**src/rtl/trig_evt_pkg.sv**
```systemverilog
package trig_evt_pkg;

   typedef enum logic [1:0] {
      EDGE_RISE = 2'd0,
      EDGE_FALL = 2'd1,
      EDGE_ANY  = 2'd2,
      EDGE_OFF  = 2'd3
   } edge_mode_e;

endpackage

```
**src/rtl/trig_pat_cmp.sv**
```systemverilog
// Masked pattern comparator: a bit takes part only where its care bit is set.
module trig_pat_cmp #(
   parameter int WIDTH = 16
) (
   input  logic [WIDTH-1:0] bus,
   input  logic [WIDTH-1:0] value,
   input  logic [WIDTH-1:0] care,
   output logic             hit
);

   if (WIDTH < 1) begin : g_bad_width
      $error("trig_pat_cmp: WIDTH must be at least 1");
   end

   logic [WIDTH-1:0] miss;

   for (genvar i = 0; i < WIDTH; i++) begin : g_bit
      assign miss[i] = care[i] & (bus[i] ^ value[i]);
   end

   assign hit = ~|miss;

endmodule

```
**src/rtl/trig_rng_cmp.sv**
```systemverilog
// Inclusive window comparator on an unsigned field.
module trig_rng_cmp #(
   parameter int WIDTH = 8
) (
   input  logic [WIDTH-1:0] field,
   input  logic [WIDTH-1:0] lo,
   input  logic [WIDTH-1:0] hi,
   output logic             hit
);

   if (WIDTH < 1) begin : g_bad_width
      $error("trig_rng_cmp: WIDTH must be at least 1");
   end

   logic above_lo;
   logic below_hi;

   assign above_lo = (field >= lo);
   assign below_hi = (field <= hi);
   // an inverted window has no value satisfying both sides
   assign hit      = above_lo & below_hi;

endmodule

```
**src/rtl/trig_edge_sel.sv**
```systemverilog
// Per-channel transition detector with channel and direction select.
module trig_edge_sel
   import trig_evt_pkg::*;
#(
   parameter int N = 16
) (
   input  logic [N-1:0]         cur,
   input  logic [N-1:0]         prev,
   input  logic                 pair_vld,
   input  logic [$clog2(N)-1:0] ch,
   input  logic [1:0]           mode,
   output logic                 hit
);

   if (N < 2) begin : g_bad_n
      $error("trig_edge_sel: N must be at least 2");
   end

   logic [N-1:0] rise_v;
   logic [N-1:0] fall_v;

   for (genvar i = 0; i < N; i++) begin : g_chan
      assign rise_v[i] =  cur[i] & ~prev[i];
      assign fall_v[i] = ~cur[i] &  prev[i];
   end

   always_comb begin
      case (edge_mode_e'(mode))
         EDGE_RISE: hit = pair_vld & rise_v[ch];
         EDGE_FALL: hit = pair_vld & fall_v[ch];
         EDGE_ANY:  hit = pair_vld & (rise_v[ch] | fall_v[ch]);
         default:   hit = 1'b0;
      endcase
   end

endmodule

```
**src/rtl/trig_pulse_width.sv**
```systemverilog
// Measures runs of active strobe samples and flags runs that end too soon.
module trig_pulse_width #(
   parameter int CNT_W = 8
) (
   input  logic             clk,
   input  logic             rst_n,
   input  logic             act_cur,
   input  logic             act_prev,
   input  logic [CNT_W-1:0] min_width,
   output logic             short_o
);

   if (CNT_W < 2) begin : g_bad_cnt
      $error("trig_pulse_width: CNT_W must be at least 2");
   end

   localparam logic [CNT_W-1:0] CNT_MAX = '1;
   localparam logic [CNT_W-1:0] CNT_ONE = CNT_W'(1);

   logic [CNT_W-1:0] run_len;
   logic             trail;

   // trailing edge: the run ended with the previous sample
   assign trail = act_prev & ~act_cur;

   always_ff @(posedge clk) begin
      if (!rst_n) begin
         run_len <= '0;
         short_o <= 1'b0;
      end else begin
         short_o <= trail & (run_len < min_width);
         if (!act_cur) begin
            run_len <= '0;
         end else if (!act_prev) begin
            run_len <= CNT_ONE;
         end else if (run_len != CNT_MAX) begin
            run_len <= run_len + CNT_ONE;
         end
      end
   end

   // a full count stays full while the pulse goes on
   p_count_saturates_r8 : assert property (@(posedge clk) disable iff (!rst_n)
      (run_len == CNT_MAX && act_cur && act_prev) |=> (run_len == CNT_MAX))
      else $error("R8: pulse length count left saturation during a pulse");

   // one report per pulse, never back to back
   p_short_single_r9 : assert property (@(posedge clk) disable iff (!rst_n)
      short_o |=> !short_o)
      else $error("R9: short pulse reported in consecutive cycles");

   // a report only follows a trailing edge
   p_short_at_trail_r9 : assert property (@(posedge clk) disable iff (!rst_n)
      short_o |-> $past(act_prev && !act_cur))
      else $error("R9: short pulse reported away from a trailing edge");

endmodule

```
**src/rtl/trig_evt_det.sv**
```systemverilog
// Trigger event detector: registers the bus sample, compares it with the
// previous one and with the programmed conditions, and registers five flags.
module trig_evt_det
   import trig_evt_pkg::*;
#(
   parameter int BUS_W     = 16,
   parameter int FIELD_LSB = 4,
   parameter int FIELD_W   = 8,
   parameter int CNT_W     = 8
) (
   input  logic                     clk,
   input  logic                     rst_n,
   input  logic [BUS_W-1:0]         smp_i,
   input  logic [BUS_W-1:0]         pat_val,
   input  logic [BUS_W-1:0]         pat_care,
   input  logic [FIELD_W-1:0]       rng_lo,
   input  logic [FIELD_W-1:0]       rng_hi,
   input  logic [$clog2(BUS_W)-1:0] edge_ch,
   input  logic [1:0]               edge_mode,
   input  logic [$clog2(BUS_W)-1:0] strb_ch,
   input  logic                     strb_act_hi,
   input  logic [CNT_W-1:0]         min_width,
   output logic                     ev_pat,
   output logic                     ev_rng,
   output logic                     ev_edge,
   output logic                     ev_qual,
   output logic                     ev_short
);

   localparam int FIELD_MSB = FIELD_LSB + FIELD_W - 1;

   if (BUS_W < 2) begin : g_bad_bus
      $error("trig_evt_det: BUS_W must be at least 2");
   end
   if (FIELD_W < 1 || FIELD_LSB < 0 || FIELD_MSB >= BUS_W) begin : g_bad_field
      $error("trig_evt_det: range field does not fit the bus");
   end
   if (CNT_W < 2) begin : g_bad_cnt
      $error("trig_evt_det: CNT_W must be at least 2");
   end

   // sample pipeline with validity tracking
   logic [BUS_W-1:0] cur_q;
   logic [BUS_W-1:0] prev_q;
   logic             cur_vld;
   logic             prev_vld;

   always_ff @(posedge clk) begin
      if (!rst_n) begin
         cur_q    <= '0;
         prev_q   <= '0;
         cur_vld  <= 1'b0;
         prev_vld <= 1'b0;
      end else begin
         cur_q    <= smp_i;
         prev_q   <= cur_q;
         cur_vld  <= 1'b1;
         prev_vld <= cur_vld;
      end
   end

   logic pair_vld;
   assign pair_vld = cur_vld & prev_vld;

   // condition evaluators
   logic pat_hit;
   logic rng_hit;
   logic chan_edge;
   logic strb_fall;
   logic act_cur;
   logic act_prev;

   trig_pat_cmp #(.WIDTH(BUS_W)) u_pat (
      .bus   (cur_q),
      .value (pat_val),
      .care  (pat_care),
      .hit   (pat_hit)
   );

   trig_rng_cmp #(.WIDTH(FIELD_W)) u_rng (
      .field (cur_q[FIELD_LSB +: FIELD_W]),
      .lo    (rng_lo),
      .hi    (rng_hi),
      .hit   (rng_hit)
   );

   trig_edge_sel #(.N(BUS_W)) u_edge (
      .cur      (cur_q),
      .prev     (prev_q),
      .pair_vld (pair_vld),
      .ch       (edge_ch),
      .mode     (edge_mode),
      .hit      (chan_edge)
   );

   trig_edge_sel #(.N(BUS_W)) u_strb (
      .cur      (cur_q),
      .prev     (prev_q),
      .pair_vld (pair_vld),
      .ch       (strb_ch),
      .mode     (EDGE_FALL),
      .hit      (strb_fall)
   );

   assign act_cur  = cur_vld  & (cur_q[strb_ch]  == strb_act_hi);
   assign act_prev = prev_vld & (prev_q[strb_ch] == strb_act_hi);

   trig_pulse_width #(.CNT_W(CNT_W)) u_pw (
      .clk       (clk),
      .rst_n     (rst_n),
      .act_cur   (act_cur),
      .act_prev  (act_prev),
      .min_width (min_width),
      .short_o   (ev_short)
   );

   // registered flags
   always_ff @(posedge clk) begin
      if (!rst_n) begin
         ev_pat  <= 1'b0;
         ev_rng  <= 1'b0;
         ev_edge <= 1'b0;
         ev_qual <= 1'b0;
      end else begin
         ev_pat  <= cur_vld & pat_hit;
         ev_rng  <= cur_vld & rng_hit;
         ev_edge <= chan_edge;
         ev_qual <= cur_vld & pat_hit & strb_fall;
      end
   end

   // no flag can follow a cycle without a loaded sample
   p_quiet_after_reset_r1 : assert property (@(posedge clk) disable iff (!rst_n)
      !cur_vld |=> !(ev_pat || ev_rng || ev_edge || ev_qual || ev_short))
      else $error("R1: event flag raised without a loaded sample");

   // a range event implies the window was ordered
   p_rng_ordered_r4 : assert property (@(posedge clk) disable iff (!rst_n)
      ev_rng |-> ($past(rng_lo) <= $past(rng_hi)))
      else $error("R4: range event with an inverted window");

   // the qualified event never appears without the pattern event
   p_qual_has_pat_r6 : assert property (@(posedge clk) disable iff (!rst_n)
      ev_qual |-> ev_pat)
      else $error("R6: qualified event without pattern match");

   // a rising edge cannot be followed by another on the same channel
   p_rise_single_r5 : assert property (@(posedge clk) disable iff (!rst_n)
      (ev_edge && edge_mode == 2'd0) |=>
         (!ev_edge || edge_mode != 2'd0 || !$stable(edge_ch)))
      else $error("R5: rising edge reported twice in a row");

endmodule

```
**config.mk**
```make
export PLATFORM = sky130hd
export DESIGN_NAME = trig_evt_det
export DESIGN_NICKNAME = d
export VERILOG_FILES = /design/src/rtl/trig_evt_pkg.sv /design/src/rtl/trig_pat_cmp.sv /design/src/rtl/trig_rng_cmp.sv /design/src/rtl/trig_edge_sel.sv /design/src/rtl/trig_pulse_width.sv /design/src/rtl/trig_evt_det.sv
export SDC_FILE = /design/constraint.sdc
export NUM_CORES = 1
export LEC_CHECK = 0
export BUFFER_PORTS_ARGS = -buffer_cell sky130_fd_sc_hd__buf_2
export CORE_MARGIN = 2
export CORE_UTILIZATION = 54
export DETAILED_ROUTE_END_ITERATION = 8
export MAX_ROUTING_LAYER = met4
export PLACE_DENSITY_LB_ADDON = 0.3
export REMOVE_ABC_BUFFERS = 1
export SKIP_LAST_GASP = 1
export SLEW_MARGIN = 10
export SYNTH_ARGS = -nofsm -noshare
export SYNTH_HDL_FRONTEND = slang
export SYNTH_HIERARCHICAL = 1
export SYNTH_SLANG_ARGS = --single-unit
```
**constraint.sdc**
```tcl
create_clock -name clk -period 3.05 [get_ports clk]
set_input_delay 0.7625 -clock clk [delete_from_list [all_inputs] [get_ports clk]]
set_output_delay 0.7625 -clock clk [all_outputs]
set_load 0.1 [all_outputs]
```
==> results_dict.tcl <==
set metrics [dict create \
    num_vias 3352 \
    grt_max_degree 40 \
    synth_area_per_cell_um2 8.89 \
    ys_seq_area_share_pct 25.7 \
    start_kind "input port" \
    layout_commonest_cell "buf_2" \
    power.leakage_nw 1.99 \
    clkTransAtPathRegs_ps 90 \
    slowest_delay_ps 570 \
    final_cell_mix "89 x buf_2, 51 x inv_1, 47 x dfxtp_1, 38 x and2_1, 30 x ha_1" \
    critPathArrivalTime_ps 2980 \
    n_fill_cell 542 \
    grt_pass1_vias 3172 \
    synthMuxAreaShare_pct 7.70 \
    grt_pass1_wl_um 14900 \
    fin_nets 623 \
    synth_edf_count 0 \
    grt_setup_unrepaired "no" \
    fp.dieH_um 86.3 \
    drt-pass1-iter-count 5 \
    area_growth_pct 17.9 \
    overflow 0 \
    dp_slack_ps -18.3 \
    synth_top_family_by_area "simple AND/OR/NAND/NOR gates" \
    fmax_mhz 363 \
    cp-end-kind "flip-flop" \
    worst-setup-path-type "input port to flip-flop" \
    setup_viol 0 \
    clock-sinks 47 \
    viasPerCell 5.71 \
    synth_top_cell_by_area "dfxtp_1" \
    dp.cells 578 \
    syn-cell-area_um2 3650 \
    cpMaxStageDelayCell "mux4_1" \
    p_per_area_nw_per_um2 357 \
    required_ps 3270 \
    io_pins 90 \
    path_max_fanout 8 \
    dp_hpwl_um 7010 \
    cts_hold_buf 0 \
    crit_buf_inv 2 \
    synth-xor-area-share_pct 4.31 \
    post_cts_buffers 0 \
    clock_latency_ps 300 \
    synthAdderAreaFrac_pct 10.3 \
    final_cells 587 \
    ant_nets 0 \
    yosysWarningCount 6 \
    peakVddDrop_uv 232 \
    rows 29 \
    core_area_um2 6460 \
    drv_slew 0 \
    grtUsageTotal_pct 26.2 \
    cts_buffers 5 \
    multi_input_area_um2 2380 \
    wire_per_inst_um 15.4 \
    synth_compound_area_share_pct 19.8 \
    synth_flop_cell "dfxtp_1" \
    synth.top_cell.area_share_pct 25.7 \
    cts_resized 0 \
    drive_above_1_share_pct 25.7 \
    hold_slack_ps 523 \
    initial_core_util_pct 56.6 \
    cts_root_buffer "clkbuf_8" \
    cts_buffer_depth 2 \
    wl_um 9030 \
    synth_area_leaders "dfxtp_1 26%, ha_1 10%, and2_1 6.5%, inv_1 5.2%, mux4_1 5.0%" \
    setup_ws_ps 298 \
    finalClockSkew_ps 7.13 \
    fin_crit_ps 2750 \
    cts_tree "done" \
    drt-initial-drc-count 159 \
    h-tree-depth 2 \
    grt_antenna_before_repair 1 \
    total_power_mw 1.54 \
    synth_cell_types 59 \
    finalHoldViolCount 0 \
    synthSimpleGateAreaFrac_pct 22.5 \
    regArea_um2 941 \
    globalplace.congestion 0.967 \
    die_w_um 86.3 \
    fin_crit_sh_pct 90.2 \
    synth-seq-cells 47 \
    drc 0 \
    drv_cap 0 \
    syn-instance-count 411 \
    async_reset_ff_share_pct 0 \
    outcome "finished, final reports clean" \
    cpLargestDelayFamily "multiplexers" \
    hold_path_class "flip-flop to flip-flop" \
    port_buffers 89 \
    dieArea_um2 7440 \
    crit_chain "buf_2, mux4_1, mux4_2, xnor2_1, and2_1, nand3_1, buf_4, nor3_1" \
]
-- sequential cells by signal, summed over array words and instances, names as in the netlist --
signal        count
u_pw/short_o      1
cur_vld           1
cur_q            16
u_pw/run_len      8
ev_qual           1
ev_pat            1
ev_edge           1
prev_q           16
ev_rng            1
prev_vld          1
-- final timing paths --
path / to / startpoint / cells past startpoint / slack (ps)
hold reg to reg: prev_vld$_SDFF_PN0_ / cur_vld$_DFF_P_ / 1 / 520
setup / recovery: u_pw/run_len[7]$_SDFFE_PN0P_ / strb_ch[2] / 8 / 300
hold / removal: prev_vld$_SDFF_PN0_ / cur_vld$_DFF_P_ / 1 / 520
setup reg to reg: u_pw/run_len[7]$_SDFFE_PN0P_ / cur_q[4]$_SDFF_PN0_ / 7 / 550
-- logic make-up (layout without fill, tap and decap cells) --
kind of cell	after synthesis	after routing
muxes	12	12
DFF	47	47
other	2	7
AOI/OAI and AO/OA	95	95
adders and majority gates	30	30
and+or+nand+nor	137	137
xor gates and xnor gates	18	18
buffers and inverters	70	164
-- per-layer routing --
layer / global-route usage (%) / vias to the layer above / share of wire [%]
li1: - / 1672 / -
met1: 31.4 / 1526 / 42
met2: 46.3 / 146 / 50
met3: 3.90 / 8 / 6.9
met4: 6.39 / 0 / 1.0
met5: - / - / 0
-- stage by stage --
step,cell area [um2],setup TNS [ps],util [%]
2_1_floorplan,3510,0,-
3_5_place_dp,4180,-18.3,64.6
6_report,4310,0,66.7
4_1_cts,4310,0,66.7
3_3_place_gp,4180,0,64.6
5_1_grt,4310,0,66.7
-- cell type report --
type,instances,area share [%]
diodes,1,0.0581
clock buffers,6,1.68
clock inverters,2,1.39
inverters,51,4.44
multi-input cells,298,55.2
flip-flops and latches,47,21.8
well taps,77,2.24
repair buffers,105,13.1
-- power by group --
| group | total [mW] | internal, mW | switching (mW) |
|---|---|---|---|
| Clock | 0.543 | 0.328 | 0.216 |
| Sequential | 0.673 | 0.637 | 0.0363 |
| Combinational | 0.320 | 0.161 | 0.159 |
| Total | 1.54 | 1.13 | 0.411 |
-- cells in the mapped netlist, types with 3 or more instances --
master / instances
nor3_1: 8
o211ai_1: 3
nor2_1: 22
nor3b_1: 12
nand4_1: 4
o311ai_1: 4
a21oi_1: 22
nand2b_1: 3
ha_1: 30
o21ai_0: 12
buf_6: 10
dfxtp_1: 47
and2_1: 38
nand4bb_1: 4
xor2_1: 16
a221oi_1: 4
nor2b_1: 8
inv_1: 51
a311oi_1: 4
a22oi_1: 8
nand2_1: 17
nand3b_1: 4
and3_1: 3
nand3_1: 4
mux4_1: 7
nand4b_1: 4
clkbuf_1: 5
a32oi_1: 6
a31oi_1: 5
mux4_2: 3
-- worst register-to-register path: stages, from the launching register on --
cell and delay (ps):
dfxtp_1 430, mux4_1 550, mux4_2 500, xnor2_1 140, and2_1 150, nand3_1 230, buf_4 230, nor3_1 190
Note: power is estimated with default switching activity, not from simulation.
